<file path="src/rtl/xlat_pkg.sv">
package xlat_pkg;
  localparam int VA_W   = 32;
  localparam int OFS_W  = 12;
  localparam int VPN_W  = VA_W - OFS_W;
  localparam int ASID_W = 8;
  localparam int DOM_W  = 4;
  localparam int NDOM   = 1 << DOM_W;

  typedef enum logic [1:0] {
    RC_OK   = 2'd0,
    RC_XLAT = 2'd1,
    RC_PERM = 2'd2,
    RC_DOM  = 2'd3
  } rc_e;

  typedef enum logic [1:0] {
    ST_IDLE,
    ST_MAIN,
    ST_WALK,
    ST_DONE
  } st_e;

  typedef struct packed {
    logic [VPN_W-1:0]  vpn;
    logic [VPN_W-1:0]  pfn;
    logic [1:0]        size;
    logic              glb;
    logic [ASID_W-1:0] asid;
    logic              nsid;
    logic [1:0]        ap;
    logic [DOM_W-1:0]  dom;
    logic              sec;
    logic              shr;
    logic [1:0]        mtype;
  } ent_t;

  // Page-number bits that take part in the compare for a size code.
  function automatic logic [VPN_W-1:0] cmp_mask(input logic [1:0] sz);
    return {VPN_W{1'b1}} << {sz, 2'b00};
  endfunction

  function automatic logic [VA_W-1:0] mk_pa(input ent_t e, input logic [VA_W-1:0] va);
    logic [VPN_W-1:0] m;
    m = cmp_mask(e.size);
    return {(e.pfn & m) | (va[VA_W-1:OFS_W] & ~m), va[OFS_W-1:0]};
  endfunction
endpackage

</file>
<file path="src/rtl/xlat_perm.sv">
module xlat_perm
  import xlat_pkg::*;
(
  input  logic [1:0]        ap,
  input  logic [DOM_W-1:0]  dom,
  input  logic              wr,
  input  logic              priv,
  input  logic [2*NDOM-1:0] dom_ctl,
  output rc_e               rc
);
  logic [1:0] dc;
  assign dc = dom_ctl[{dom, 1'b0} +: 2];

  always_comb begin
    unique case (dc)
      2'b11: rc = RC_OK;
      2'b01: begin
        unique case (ap)
          2'b00:   rc = RC_PERM;
          2'b01:   rc = priv ? RC_OK : RC_PERM;
          2'b10:   rc = (priv || !wr) ? RC_OK : RC_PERM;
          default: rc = RC_OK;
        endcase
      end
      default: rc = RC_DOM;
    endcase
  end
endmodule

</file>
<file path="src/rtl/xlat_tlb.sv">
module xlat_tlb
  import xlat_pkg::*;
#(
  parameter int N = 4
) (
  input  logic              clk,
  input  logic              rst,
  input  logic              flush,
  input  logic [VPN_W-1:0]  lk_vpn,
  input  logic [ASID_W-1:0] lk_asid,
  input  logic              lk_ns,
  input  logic              wr_en,
  input  ent_t              wr_ent,
  output logic              hit,
  output ent_t              hit_ent
);
  localparam int PW = (N > 1) ? $clog2(N) : 1;
  localparam logic [PW-1:0] LAST = PW'(N - 1);

  ent_t          ents [N];
  logic [N-1:0]  vld;
  logic [N-1:0]  match;
  logic [PW-1:0] rr;

  for (genvar i = 0; i < N; i++) begin : g_cmp
    assign match[i] = vld[i]
                   && (((ents[i].vpn ^ lk_vpn) & cmp_mask(ents[i].size)) == '0)
                   && (ents[i].nsid == lk_ns)
                   && (ents[i].glb || (ents[i].asid == lk_asid));
  end

  always_comb begin
    hit     = |match;
    hit_ent = '0;
    for (int i = N - 1; i >= 0; i--) begin
      if (match[i]) hit_ent = ents[i];
    end
  end

  always_ff @(posedge clk) begin
    if (rst) begin
      vld <= '0;
      rr  <= '0;
    end else if (flush) begin
      vld <= '0;
    end else if (wr_en) begin
      vld[rr] <= 1'b1;
      rr      <= (rr == LAST) ? '0 : rr + 1'b1;
    end
  end

  // Entry storage without reset; validity lives in vld.
  always_ff @(posedge clk) begin
    if (wr_en) ents[rr] <= wr_ent;
  end

  AST_FLUSH_EMPTY: assert property (@(posedge clk) disable iff (rst)
    flush |=> (vld == '0));
endmodule

</file>
<file path="src/rtl/addr_xlat_seq.sv">
module addr_xlat_seq
  import xlat_pkg::*;
#(
  parameter int MICRO_N = 4,
  parameter int MAIN_N  = 16
) (
  input  logic              clk,
  input  logic              rst,
  input  logic              flush,
  input  logic              req_valid,
  output logic              req_ready,
  input  logic [VA_W-1:0]   req_va,
  input  logic [ASID_W-1:0] req_asid,
  input  logic              req_ns,
  input  logic              req_write,
  input  logic              req_priv,
  input  logic [2*NDOM-1:0] dom_ctl,
  input  logic [VA_W-1:0]   split_va,
  input  logic              walk_off_lo,
  input  logic              walk_off_hi,
  output logic              resp_valid,
  output logic [1:0]        resp_code,
  output logic [VA_W-1:0]   resp_pa,
  output logic              resp_sec,
  output logic              resp_shr,
  output logic [1:0]        resp_mtype,
  output logic              walk_req,
  output logic [VA_W-1:0]   walk_va,
  output logic [ASID_W-1:0] walk_asid,
  output logic              walk_ns,
  input  logic              walk_rsp_valid,
  input  logic [VPN_W-1:0]  walk_rsp_pfn,
  input  logic [1:0]        walk_rsp_size,
  input  logic              walk_rsp_glb,
  input  logic [1:0]        walk_rsp_ap,
  input  logic [DOM_W-1:0]  walk_rsp_dom,
  input  logic              walk_rsp_sec,
  input  logic              walk_rsp_shr,
  input  logic [1:0]        walk_rsp_mtype
);
  st_e  st;
  logic u_hit, m_hit, u_wr, m_wr, walk_done, blocked;
  logic hit_now, flt_now, resp_ld, nxt_ok;
  ent_t u_ent, m_ent, u_wr_ent, walk_ent, sel_ent;
  rc_e  rc_u, rc_m, sel_rc, nxt_rc;

  assign walk_done = (st == ST_WALK) && walk_rsp_valid;
  assign blocked   = (req_va < split_va) ? walk_off_lo : walk_off_hi;

  always_comb begin
    walk_ent.vpn   = walk_va[VA_W-1:OFS_W];
    walk_ent.pfn   = walk_rsp_pfn;
    walk_ent.size  = walk_rsp_size;
    walk_ent.glb   = walk_rsp_glb;
    walk_ent.asid  = walk_asid;
    walk_ent.nsid  = walk_ns;
    walk_ent.ap    = walk_rsp_ap;
    walk_ent.dom   = walk_rsp_dom;
    walk_ent.sec   = walk_rsp_sec;
    walk_ent.shr   = walk_rsp_shr;
    walk_ent.mtype = walk_rsp_mtype;
  end

  assign u_wr     = walk_done || ((st == ST_MAIN) && m_hit);
  assign u_wr_ent = walk_done ? walk_ent : m_ent;
  assign m_wr     = walk_done;

  xlat_tlb #(.N(MICRO_N)) u_micro (
    .clk(clk), .rst(rst), .flush(flush),
    .lk_vpn(req_va[VA_W-1:OFS_W]), .lk_asid(req_asid), .lk_ns(req_ns),
    .wr_en(u_wr), .wr_ent(u_wr_ent), .hit(u_hit), .hit_ent(u_ent)
  );

  xlat_tlb #(.N(MAIN_N)) u_main (
    .clk(clk), .rst(rst), .flush(flush),
    .lk_vpn(req_va[VA_W-1:OFS_W]), .lk_asid(req_asid), .lk_ns(req_ns),
    .wr_en(m_wr), .wr_ent(walk_ent), .hit(m_hit), .hit_ent(m_ent)
  );

  xlat_perm u_perm_u (
    .ap(u_ent.ap), .dom(u_ent.dom), .wr(req_write), .priv(req_priv),
    .dom_ctl(dom_ctl), .rc(rc_u)
  );

  xlat_perm u_perm_m (
    .ap(m_ent.ap), .dom(m_ent.dom), .wr(req_write), .priv(req_priv),
    .dom_ctl(dom_ctl), .rc(rc_m)
  );

  always_comb begin
    sel_ent = (st == ST_IDLE) ? u_ent : m_ent;
    sel_rc  = (st == ST_IDLE) ? rc_u  : rc_m;
    hit_now = (st == ST_IDLE) ? (req_valid && u_hit) : ((st == ST_MAIN) && m_hit);
    flt_now = (st == ST_MAIN) && !m_hit && blocked;
    resp_ld = hit_now || flt_now;
    nxt_rc  = flt_now ? RC_XLAT : sel_rc;
    nxt_ok  = (nxt_rc == RC_OK);
  end

  always_ff @(posedge clk) begin
    if (rst) begin
      st         <= ST_IDLE;
      resp_valid <= 1'b0;
      resp_code  <= RC_OK;
      resp_pa    <= '0;
      resp_sec   <= 1'b0;
      resp_shr   <= 1'b0;
      resp_mtype <= '0;
      walk_req   <= 1'b0;
      walk_va    <= '0;
      walk_asid  <= '0;
      walk_ns    <= 1'b0;
    end else begin
      resp_valid <= resp_ld;
      if (resp_ld) begin
        resp_code  <= nxt_rc;
        resp_pa    <= nxt_ok ? mk_pa(sel_ent, req_va) : '0;
        resp_sec   <= nxt_ok && sel_ent.sec;
        resp_shr   <= nxt_ok && sel_ent.shr;
        resp_mtype <= nxt_ok ? sel_ent.mtype : 2'b00;
      end
      unique case (st)
        ST_IDLE: if (req_valid) st <= u_hit ? ST_DONE : ST_MAIN;
        ST_MAIN: begin
          if (m_hit || blocked) begin
            st <= ST_DONE;
          end else begin
            st        <= ST_WALK;
            walk_req  <= 1'b1;
            walk_va   <= req_va;
            walk_asid <= req_asid;
            walk_ns   <= req_ns;
          end
        end
        ST_WALK: begin
          if (walk_rsp_valid) begin
            walk_req <= 1'b0;
            st       <= ST_IDLE;
          end
        end
        default: st <= ST_IDLE;
      endcase
    end
  end

  assign req_ready = resp_valid;

  AST_RESP_PULSE: assert property (@(posedge clk) disable iff (rst)
    resp_valid |=> !resp_valid);
  AST_WALK_HOLD: assert property (@(posedge clk) disable iff (rst)
    (walk_req && !walk_rsp_valid) |=> walk_req);
  AST_NO_RESP_IN_WALK: assert property (@(posedge clk) disable iff (rst)
    walk_req |-> !resp_valid);
  AST_WALK_GATED: assert property (@(posedge clk) disable iff (rst)
    $rose(walk_req) |-> !((req_va < split_va) ? walk_off_lo : walk_off_hi));
  AST_FAULT_BLANK: assert property (@(posedge clk) disable iff (rst)
    (resp_valid && resp_code != 2'd0) |-> (resp_pa == '0 && !resp_sec && !resp_shr && resp_mtype == 2'd0));
endmodule

</file>
<file path="config.mk">
export PLATFORM = sky130hd
export DESIGN_NAME = addr_xlat_seq
export DESIGN_NICKNAME = d
export VERILOG_FILES = /design/src/rtl/xlat_pkg.sv /design/src/rtl/xlat_perm.sv /design/src/rtl/xlat_tlb.sv /design/src/rtl/addr_xlat_seq.sv
export SDC_FILE = /design/constraint.sdc
export NUM_CORES = 2
export LEC_CHECK = 0
export BUFFER_PORTS_ARGS = -buffer_cell sky130_fd_sc_hd__buf_2
export CELL_PAD_IN_SITES_DETAIL_PLACEMENT = 0
export CELL_PAD_IN_SITES_GLOBAL_PLACEMENT = 1
export CORE_MARGIN = 2
export CORE_UTILIZATION = 51
export CTS_CLUSTER_DIAMETER = 200
export CTS_CLUSTER_SIZE = 12
export DETAILED_ROUTE_END_ITERATION = 8
export PLACE_DENSITY_LB_ADDON = 0.05
export SYNTH_ARGS = -nofsm -noshare
export SYNTH_HDL_FRONTEND = slang
export SYNTH_SLANG_ARGS = --single-unit
</file>
<file path="constraint.sdc">
create_clock -name clk -period 7.8 [get_ports clk]
set_clock_uncertainty 0.2 [all_clocks]
set_input_delay 0.78 -clock clk [delete_from_list [all_inputs] [get_ports clk]]
set_output_delay 0.78 -clock clk [all_outputs]
set_load 0.03 [all_outputs]
</file>
==> metrics.yaml <==
run_status:
  status: "finished clean"
min_path:
  hold_depth: 3
  hp-class: "primary input to flip-flop"
worst_setup_path:
  critPathLaunchType: "primary input"
  crit_family: "simple AND/OR/NAND/NOR gates"
  end_kind: "flip-flop"
  cpPeakStageDelay_ns: 1.12
  worst-path-max-fanout: 28
  crit_cells: 17
  required_ns: 8.27
  slowest_stage: "a2111oi_0"
  criticalPathCategory: "primary input to flip-flop"
  crit_arrival_ns: 6.75
  crit_buf_inv: 5
  timing.critical_path.mode_cell: "buf_4"
  ff2ff_path_depth: 17
  path_cells: "buf_2, buf_4, xnor2_1, nand4_1, a2111oi_0, o211ai_1, buf_4, nand2_1, nor2_1, buf_4, nand4_1, o31ai_1, and2_0, nor3_2, buf_4, o21ai_0, o21ai_0"
global_routing:
  grt_pass1_vias: 40551
  grt_pass1_wl_um: 299000
  grt_start_max_net_pins: 50
  antenna_found_initial: 8
  grt.total_usage_pct: 34.3
  grt_overflow_total: 0
clocking:
  cts_tree: "built"
  clkSlewWorstSetupHoldPaths_ns: 0.06
  numCtsBuffers: 130
  clock_tree.root_cell: "clkbuf_16"
  htreeDepth: 4
  insertion_delay_ns: 0.76
  cts_hold_buf: 0
  post_cts_resized: 0
  postCtsSetupBuffers: 0
  clock_path_buffers: 3
  clock-sinks: 1349
timing:
  slew_violations: 0
  hold_viol_final: 0
  fin_crit_sh_pct: 80.6
  rsz0062_at_grt: "no"
  whs_ns: 0.0933
  setup-violations-final: 0
  max_slew_margin_pct: 7.62
  finalSetupTns_ns: 0
  worst_slew_pin_slew_ns: 1.37
  max_freq_mhz: 159
  layout_min_cycle_time_ns: 6.29
synthesis:
  netlist_area_mm2: 0.0613
  yosysSeqAreaShare_pct: 64.3
  synthArstFlopShare_pct: 0
  syn_inst: 4873
  synthFlopType: "edfxtp_1"
  ys_ff_latch: 1349
  synth_edf_count: 1240
  synthDistinctLibCells: 91
  synth_area_per_cell_um2: 12.6
  yosysWarningCount: 0
  synth_nets: 5059
placed_design:
  dp_hpwl_um: 149000
  place_area_mm2: 0.0650
  gp_congestion: 0.926
  port_buffers: 228
  dp.cells: 6617
floorplanning:
  die_h_um: 351
  dieArea_mm2: 0.123
  core_mm2: 0.120
  ios: 229
  initial_core_util_pct: 51.3
  rows: 127
  die_w_um: 351
routing:
  wl_per_cell_um: 31.3
  drc: 0
  drt-total-wl_um: 213000
  vias: 43406
  viasPerCell: 6.37
  first_pass_iters: 8
  drtIter0Drc: 6095
  ant_nets: 0
power:
  max-vdd-ir-drop_v: 0.000193
  power_leakage_uw: 0.0237
  powerDensity_mw_per_mm2: 211
finish:
  final_nets: 5324
  stdcell_area_mm2: 0.0687
  syn_to_final_growth_pct: 12.0
  final_core_util_pct: 57.4
  post_route_cells_drive_above_1_share_pct: 13.1
  final_cells: 6814
job:
  drv_cap: 0
[routing by layer]
metal	track usage (%)	wire (um)
met4	12.0	7550
met2	49.5	91000
met3	7.50	23100
met1	51.2	91400
met5	0	0
[cells by family after synthesis]
kind of cell             after synthesis  synth area share [%]
AO/OA/AOI/OAI                       1038                  11.4
buffers and inverters                363                  2.55
flip-flops                          1349                  64.3
XOR/XNOR                             580                  8.28
multiplexers                         122                  2.12
AND/OR/NAND/NOR                     1382                  10.6
adder cells (fa/ha/maj)               39                 0.795
[report_power, final]
| part | internal, uW | switching [uW] |
|---|---|---|
| sequential | 7900 | 25.3 |
| combinational | 214 | 498 |
| clock | 3130 | 2730 |
| total | 11200 | 3250 |
[cell type report]
cell class / instances / area [um^2]
multi-input cells: 3161 / 20700
repair buffers: 420 / 2630
clock inverters: 11 / 149
well taps: 1612 / 2020
inverters: 76 / 285
clock buffers: 183 / 3520
fillers: 9872 / 51000
diodes: 2 / 5.00
flip-flops and latches: 1349 / 39400
[path summary, 6_finish.rpt]
kind | start | endpoint | slack (ns)
worst min-delay path | req_va[0] | resp_pa[0]$_SDFFE_PP0P_ | 0.09
worst min register to register | resp_pa[1]$_SDFFE_PP0P_ | resp_pa[1]$_SDFFE_PP0P_ | 0.25
worst max-delay path | req_va[20] | resp_pa[12]$_SDFFE_PP0P_ | 1.52
worst max register to register | u_main.ents[15][45]$_DFFE_PP_ | resp_pa[20]$_SDFFE_PP0P_ | 1.58
[state kept, by name (all words and copies together) (netlist names)]
register	flops
resp_code	2
resp_shr	1
resp_mtype	2
walk_req	1
st	2
walk_va	32
u_micro.rr	2
req_ready	1
u_micro.ents	248
u_main.vld	16
u_main.ents	992
walk_asid	8
resp_sec	1
resp_pa	32
walk_ns	1
u_micro.vld	4
u_main.rr	4
[per-stage QoR]
step | power, uW | setup slack (ns)
after floorplan | 8480 | 1.09
after global placement | 8780 | 0.779
after detailed placement | 8790 | 0.781
after CTS | 14500 | 1.54
after global routing | 14900 | 1.25
final | 14500 | 1.52
[worst min-delay path: stages]
cell and delay (ns):
buf_2 0.11, nand2_1 0.05, o21ai_1 0.05
[cells in the mapped netlist, types with 30 or more instances]
cell type	n	area [um^2]
o21ai_0	219	1100
ha_1	39	488
buf_2	48	240
a21oi_1	283	1420
edfxtp_1	1240	37200
nor2_1	357	1340
o221ai_1	44	385
a211oi_1	33	248
inv_1	76	285
xnor2_1	318	2790
nor3_1	96	480
nand3_1	120	601
nand2_1	467	1750
xor2_1	262	2290
or3_1	30	188
nand4_1	114	713
nor4_1	54	338
dfxtp_1	109	2180
mux2i_1	95	951
clkbuf_1	184	691
a221oi_1	85	744
o211ai_1	51	383
[placed cells by master, fill, tap and decap left out, types with 24 or more instances in the layout]
cell	count
mux2i_1	95
or3_1	29
edfxtp_1	1240
nor4_1	50
nand4_1	114
inv_1	76
o21ai_0	219
a31oi_1	28
buf_4	188
buf_2	228
nor2_1	340
o221ai_1	44
xor2_1	262
xnor2_1	318
dfxtp_1	109
a221oi_1	85
o21a_1	29
clkbuf_1	50
nand3_1	119
nor3_1	87
a211oi_1	32
ha_1	39
clkbuf_16	133
o211ai_1	51
a311oi_1	25
and3_1	24
nand2_1	466
a21oi_1	283
No activity file was read; power rests on OpenSTA's default activity.
